## config.mk

```make
export PLATFORM = sky130hd
export DESIGN_NAME = pwm_deadtime
export DESIGN_NICKNAME = d
export VERILOG_FILES = /design/src/rtl/pwm_dt_pkg.sv /design/src/rtl/dt_prescaler.sv /design/src/rtl/dt_edge_detect.sv /design/src/rtl/dt_counter.sv /design/src/rtl/pwm_deadtime.sv
export SDC_FILE = /design/constraint.sdc
export NUM_CORES = 1
export LEC_CHECK = 0
export BUFFER_PORTS_ARGS = -buffer_cell sky130_fd_sc_hd__buf_2
export CAP_MARGIN = 25
export CORE_UTILIZATION = 45
export DETAILED_ROUTE_END_ITERATION = 12
export PLACE_DENSITY_LB_ADDON = 0.15
export SYNTH_ARGS = -nofsm -noshare
export SYNTH_HDL_FRONTEND = slang
export SYNTH_SLANG_ARGS = --single-unit
export TNS_END_PERCENT = 1
```

## constraint.sdc

```tcl
create_clock -name clk -period 0.8 [get_ports clk]
set_input_delay 0.08 -clock clk [delete_from_list [all_inputs] [get_ports clk]]
set_output_delay 0.08 -clock clk [all_outputs]
set_load 0.02 [all_outputs]
```

## src/rtl/pwm_dt_pkg.sv

```systemverilog
package pwm_dt_pkg;
  typedef enum logic {
    PH_WAIT = 1'b0,
    PH_ON   = 1'b1
  } dt_phase_e;
endpackage

```

## src/rtl/dt_prescaler.sv

```systemverilog
module dt_prescaler #(
  parameter int SEL_W = 2
) (
  input  logic             clk,
  input  logic             rst_n,
  input  logic             clr,
  input  logic [SEL_W-1:0] sel,
  output logic             tick
);
  localparam int MAX_LOG = (1 << SEL_W) - 1;
  localparam int PC_W    = (MAX_LOG < 1) ? 1 : MAX_LOG;

  logic [PC_W-1:0] pcnt_q, pcnt_d, limit;

  always_comb begin
    limit = {PC_W{1'b1}} >> (MAX_LOG - int'(sel));
    tick  = (pcnt_q == limit);
  end

  always_comb begin
    if (clr || tick) pcnt_d = '0;
    else             pcnt_d = pcnt_q + 1'b1;
  end

  always_ff @(posedge clk or negedge rst_n) begin
    if (!rst_n) pcnt_q <= '0;
    else        pcnt_q <= pcnt_d;
  end

  // with a divide above one, ticks are single-cycle strobes
  assert_tick_single_R1: assert property (@(posedge clk) disable iff (!rst_n)
    (tick && sel != '0) |=> (!tick || !$stable(sel)));
endmodule

```

## src/rtl/dt_edge_detect.sv

```systemverilog
module dt_edge_detect (
  input  logic clk,
  input  logic rst_n,
  input  logic wave_in,
  output logic level,
  output logic edge_pulse
);
  logic level_q;

  always_ff @(posedge clk or negedge rst_n) begin
    if (!rst_n) level_q <= 1'b0;
    else        level_q <= wave_in;
  end

  assign level      = level_q;
  assign edge_pulse = wave_in ^ level_q;
endmodule

```

## src/rtl/dt_counter.sv

```systemverilog
module dt_counter
  import pwm_dt_pkg::*;
#(
  parameter int CNT_W = 4
) (
  input  logic             clk,
  input  logic             rst_n,
  input  logic             en,
  input  logic             edge_pulse,
  input  logic             wave_in,
  input  logic [CNT_W-1:0] dt_hi,
  input  logic [CNT_W-1:0] dt_lo,
  input  logic             tick,
  output logic             done
);
  dt_phase_e        phase_q, phase_d;
  logic [CNT_W-1:0] cnt_q, cnt_d, load_val;
  logic             cnt_zero;

  always_comb begin
    load_val = wave_in ? dt_hi : dt_lo;
    cnt_zero = (cnt_q == '0);
    done     = en && !edge_pulse && (phase_q == PH_WAIT) && tick && cnt_zero;
  end

  always_comb begin
    phase_d = phase_q;
    cnt_d   = cnt_q;
    if (!en || edge_pulse) begin
      phase_d = PH_WAIT;
      cnt_d   = load_val;
    end else if (phase_q == PH_WAIT && tick) begin
      if (cnt_zero) phase_d = PH_ON;
      else          cnt_d   = cnt_q - 1'b1;
    end
  end

  always_ff @(posedge clk or negedge rst_n) begin
    if (!rst_n) begin
      phase_q <= PH_WAIT;
      cnt_q   <= '0;
    end else begin
      phase_q <= phase_d;
      cnt_q   <= cnt_d;
    end
  end

  // a running count steps down by one on each tick
  assert_count_down_R2: assert property (@(posedge clk) disable iff (!rst_n)
    (en && !edge_pulse && phase_q == PH_WAIT && tick && !cnt_zero)
      |=> (cnt_q == $past(cnt_q) - 1'b1));
  // an input edge always restarts the wait phase
  assert_edge_reload_R7: assert property (@(posedge clk) disable iff (!rst_n)
    edge_pulse |=> (phase_q == PH_WAIT));
endmodule

```

## src/rtl/pwm_deadtime.sv

```systemverilog
module pwm_deadtime #(
  parameter int SEL_W = 2,
  parameter int CNT_W = 4
) (
  input  logic             clk,
  input  logic             rst_n,
  input  logic             wave_in,
  input  logic             enable,
  input  logic [SEL_W-1:0] presc_sel,
  input  logic [CNT_W-1:0] dt_high,
  input  logic [CNT_W-1:0] dt_low,
  output logic             out_hi,
  output logic             out_lo
);
  logic [1:0] rst_sync_q;
  logic       rst_ns;
  logic       level, edge_pulse, tick, done;
  logic       hi_q, lo_q, hi_d, lo_d;

  always_ff @(posedge clk or negedge rst_n) begin
    if (!rst_n) rst_sync_q <= 2'b00;
    else        rst_sync_q <= {rst_sync_q[0], 1'b1};
  end
  assign rst_ns = rst_sync_q[1];

  dt_edge_detect u_edge (
    .clk        (clk),
    .rst_n      (rst_ns),
    .wave_in    (wave_in),
    .level      (level),
    .edge_pulse (edge_pulse)
  );

  dt_prescaler #(.SEL_W(SEL_W)) u_presc (
    .clk   (clk),
    .rst_n (rst_ns),
    .clr   (!enable || edge_pulse),
    .sel   (presc_sel),
    .tick  (tick)
  );

  dt_counter #(.CNT_W(CNT_W)) u_count (
    .clk        (clk),
    .rst_n      (rst_ns),
    .en         (enable),
    .edge_pulse (edge_pulse),
    .wave_in    (wave_in),
    .dt_hi      (dt_high),
    .dt_lo      (dt_low),
    .tick       (tick),
    .done       (done)
  );

  always_comb begin
    hi_d = hi_q;
    lo_d = lo_q;
    if (!enable || edge_pulse) begin
      hi_d = 1'b0;
      lo_d = 1'b0;
    end else if (done) begin
      hi_d = level;
      lo_d = !level;
    end
  end

  always_ff @(posedge clk or negedge rst_ns) begin
    if (!rst_ns) begin
      hi_q <= 1'b0;
      lo_q <= 1'b0;
    end else begin
      hi_q <= hi_d;
      lo_q <= lo_d;
    end
  end

  assign out_hi = hi_q;
  assign out_lo = lo_q;

  assert_no_overlap_R6: assert property (@(posedge clk) disable iff (!rst_ns)
    !(out_hi && out_lo));
  assert_disabled_low_R8: assert property (@(posedge clk) disable iff (!rst_ns)
    !enable |=> (!out_hi && !out_lo));
  assert_edge_off_R4: assert property (@(posedge clk) disable iff (!rst_ns)
    edge_pulse |=> (!out_hi && !out_lo));
  assert_hi_after_count_R2: assert property (@(posedge clk) disable iff (!rst_ns)
    $rose(out_hi) |-> $past(done));
  assert_lo_after_count_R3: assert property (@(posedge clk) disable iff (!rst_ns)
    $rose(out_lo) |-> $past(done));
endmodule

```

==> tab_implementation.tex <==
\begin{tabular}{lr}
\hline
Metric & Value \\
\hline
\multicolumn{2}{l}{\textbf{Outcome}} \\
\quad Run status & complete, but fails checks \\
\quad Violations in the final reports & negative setup slack \\
\multicolumn{2}{l}{\textbf{Clock network}} \\
\quad CTS tree & done \\
\quad Clk pin slew, worst setup/hold paths & approximately 0.080 ns \\
\quad Sinks on the clock net & 13 \\
\quad Number of buffers added by the clock tree synthesis step & 3 \\
\quad Root buffer cell & clkbuf\_4 \\
\quad H-tree levels & 1 \\
\quad Maximum root-to-sink buffer count & 2 \\
\quad Clk\_lat worst skew & between 0.2 and 0.3 ns \\
\multicolumn{2}{l}{\textbf{Critical path}} \\
\quad Reg-to-reg startpoint & u\_presc.pcnt\_q[0] \\
\quad Worst-case reg-to-reg path depth & 5 \\
\quad Slack of the worst reg-to-reg path & -0.98 ns \\
\quad CP endpoint kind & register \\
\quad Critical path depth in cells & 5 \\
\quad Critical path cell sequence & or2\_4 > a2111oi\_4 > nor2\_1 > o31ai\_4 > mux2\_2 \\
\quad Worst Path Arrival & between 1.5 and 2 ns \\
\quad Crit path to & out\_lo \\
\quad Critical path startpoint category & register \\
\quad Delay of the slowest critical-path stage & 0.40 ns \\
\quad Category of the critical setup timing path & register to register \\
\quad Number of buffers and inverters on the critical path & 0 \\
\quad Worst path top cell family by delay & compound AO/OA/AOI/OAI gates \\
\quad Data required time of the critical path & between 0.9 and 1 ns \\
\quad CP startpoint & u\_presc.pcnt\_q[0] \\
\quad CP max-delay cell & dfrtp\_1 \\
\quad Largest fanout on the critical path & 3 \\
\quad Worst reg2reg path endpoint & out\_lo \\
\multicolumn{2}{l}{\textbf{Synth}} \\
\quad Cells after synthesis & 66 \\
\quad Share of the synthesized area in the top cell type & 0.467 \\
\quad Mean instance size in the synthesized netlist & approximately 11 µm² \\
\quad Number of flops mapped to enable cells by yosys & 0 \\
\quad Combined area of all synthesized cells & 697 µm² \\
\quad Most repeated cell in the gate-level netlist after synthesis & dfrtp\_1 \\
\quad Share of synthesized flip-flops with an asynchronous set or reset & 1.00 \\
\quad Most instantiated cells after synthesis & dfrtp\_1, nor2\_1 \\
\quad Sequential cell area fraction in the yosys report & 0.467 \\
\quad Library cell with the largest summed area after synthesis & dfrtp\_1 \\
\quad Area contributors post-synth & dfrtp\_1, a2111oi\_4, ha\_1 \\
\quad Yosys cell types & 31 \\
\quad Yosys warning total & 0 \\
\quad Mapped Nets & 82 \\
\quad Total of flip-flops plus latches after synthesis & 13 \\
\quad Main flop type after synthesis & dfrtp\_1 \\
\multicolumn{2}{l}{\textbf{Timing}} \\
\quad RSZ-0062 raised after global routing & true \\
\quad Shortest period the worst path allows & 1.78 ns \\
\quad Period Utilization, post-route & 2.22 \\
\quad Final count of hold timing violations & 0 \\
\quad Clock tree skew after final layout & roughly 0.0046 ns \\
\quad Worst hold-check slack & roughly 0.11 ns \\
\quad Count of final setup violators & 12 \\
\quad Highest clock frequency the design can meet & roughly 560 MHz \\
\quad Final critical-path setup slack & -0.980 ns \\
\quad Number of max-slew violations in the final report & 0 \\
\multicolumn{2}{l}{\textbf{Power and ir drop}} \\
\quad Total power per unit cell area & 1560 nW/µm² \\
\quad Maximum resistive drop on vdd & $\sim$0.00094 V \\
\quad Leakage Power & between 0.4 and 0.5 nW \\
\multicolumn{2}{l}{\textbf{Place}} \\
\quad Dpl hpwl & between 1 and 1.5 mm \\
\quad Dpl ws & -1.00 ns \\
\quad Number of input and output port buffers inserted & 15 \\
\quad Gpl congestion & about 0.79 \\
\multicolumn{2}{l}{\textbf{Drt}} \\
\quad Post-detailed-route count of antenna-violating nets & 0 \\
\quad Via count & about 600 \\
\quad Total DRC errors in the routed layout & 0 \\
\quad Total detailed-routing wirelength & 1.40 mm \\
\quad Drt pass-1 iters & 3 \\
\quad 1st-iter DRT viols & 3 \\
\quad Via density per instance & between 5 and 6 \\
\quad Routed length per instance & between 10 and 15 µm \\
\multicolumn{2}{l}{\textbf{Cells and area}} \\
\quad Multi-input combinational cell area & approximately 390 µm² \\
\quad Sequential Area & approximately 330 µm² \\
\quad Utilization after layout & 0.737 \\
\quad Area growth syn-to-layout & 44.5\% \\
\quad Number of filler instances in the final layout & 102 \\
\quad Number of diodes & 0 \\
\quad Net count, final & 120 \\
\quad Fraction of final layout cells with drive strength greater than 1 & 0.485 \\
\multicolumn{2}{l}{\textbf{Worst hold path}} \\
\quad Number of stages on the worst hold path & 2 \\
\quad Path class of the lowest-slack min-delay path & input port to register \\
\multicolumn{2}{l}{\textbf{Global route}} \\
\quad Total grt overflow & 0 \\
\quad Maximum number of pins on one net before global-route repair & 12 \\
\quad First-pass GRT wire length & roughly 2.1 mm \\
\quad Vias in the first global route & 522 \\
\quad Global router's overall resource usage & 0.195 \\
\quad Antenna violations before repair & 0 \\
\multicolumn{2}{l}{\textbf{Floorplan}} \\
\quad Number of placed I/O pins & 16 \\
\quad Floorplan core area & roughly 1400 µm² \\
\quad Die height & between 40 and 50 µm \\
\quad Starting utilization of the core area & 0.510 \\
\quad Die Footprint & around 1700 µm² \\
\quad X dimension of the die & slightly above 40 µm \\
\quad Floorplan row count & 13 \\
\multicolumn{2}{l}{\textbf{Job}} \\
\quad Max Cap Violations & 0 \\
\hline
\end{tabular}
-- placed cells by master (no fill, tap or decap), drive strengths merged, types with 2 or more instances in the layout --
cell	Yosys	layout
buf	0	34
dfrtp	13	13
nor2	5	5
or3	4	4
clkbuf	2	4
inv	3	3
nand2	3	3
nor2b	3	3
a211oi	3	3
a31oi	3	3
o21ai	3	3
xnor2	2	2
and3	2	2
mux2	2	2
ha	2	2
-- final cells by class --
class | count | share of cell area
clock buffer | 4 | 0.0261
inverter | 3 | 0.0112
multi-input combinational | 48 | 0.389
sequential | 13 | 0.323
tap | 15 | 0.0186
timing repair buffer | 35 | 0.232
-- routing by layer --
metal  GRT usage  part of all wire
met4      0.0968             0.012
met3      0.0479             0.033
met1       0.249              0.49
met5           0                 0
met2       0.305              0.47
-- power breakdown --
group	switching [mW]	total [mW]	internal, mW
registers	0.0327	0.737	0.704
logic	0.194	0.437	0.243
clock network	0.203	0.396	0.193
total	0.430	1.57	1.14
-- cell families after synthesis --
kind of cell,after synthesis,synth area share
flops,13,0.467
buf+inv,5,0.0269
compound gates,15,0.183
other cells,1,0.00538
fa+ha+maj,2,0.0359
xor+xnor,3,0.0377
simple gates,24,0.197
mux,3,0.0467
-- how the worst min path moves through the flow --
stage | startpoint | end | slack (ns)
floorplan | rst_n | rst_sync_q[0] | -0.22
global route | dt_high[1] | u_count.cnt_q[1] | 0.11
finish | wave_in | u_edge.level | 0.11
detailed placement | rst_n | rst_sync_q[1] | -0.13
CTS | wave_in | u_edge.level | 0.11
global placement | rst_n | rst_sync_q[1] | -0.13
-- through the flow --
stage | total power [mW] | instances | setup TNS (ns) | cell area, µm²
CTS | 1.55 | 117 | -8.57 | 967
global route | 1.66 | 118 | -9.32 | 1010
finish | 1.57 | 118 | -8.55 | 1010
detailed placement | 1.13 | 112 | -8.45 | 923
global placement | 1.12 | 112 | -8.11 | 923
floorplan | 0.940 | 66 | -7.62 | 702
-- repair_timing --
| item | in CTS | in global routing |
|---|---|---|
| gates resized for setup | 2 | 9 |
| hold buffers | 1 | 0 |
| hold endpoints to repair | 2 | 0 |
| pin swaps | 3 | 1 |
| buffers inserted | 0 | 1 |
| cloned | 0 | 0 |
| endpoints found under the setup margin | 12 | 12 |
-- sequential cells by signal, indices dropped and copies added, names as in the netlist --
name	cells
u_edge.level	1
u_count.phase_q	1
u_presc.pcnt_q	3
out_lo	1
out_hi	1
u_count.cnt_q	4
rst_sync_q	2
Power figures use the tool's default switching activity.
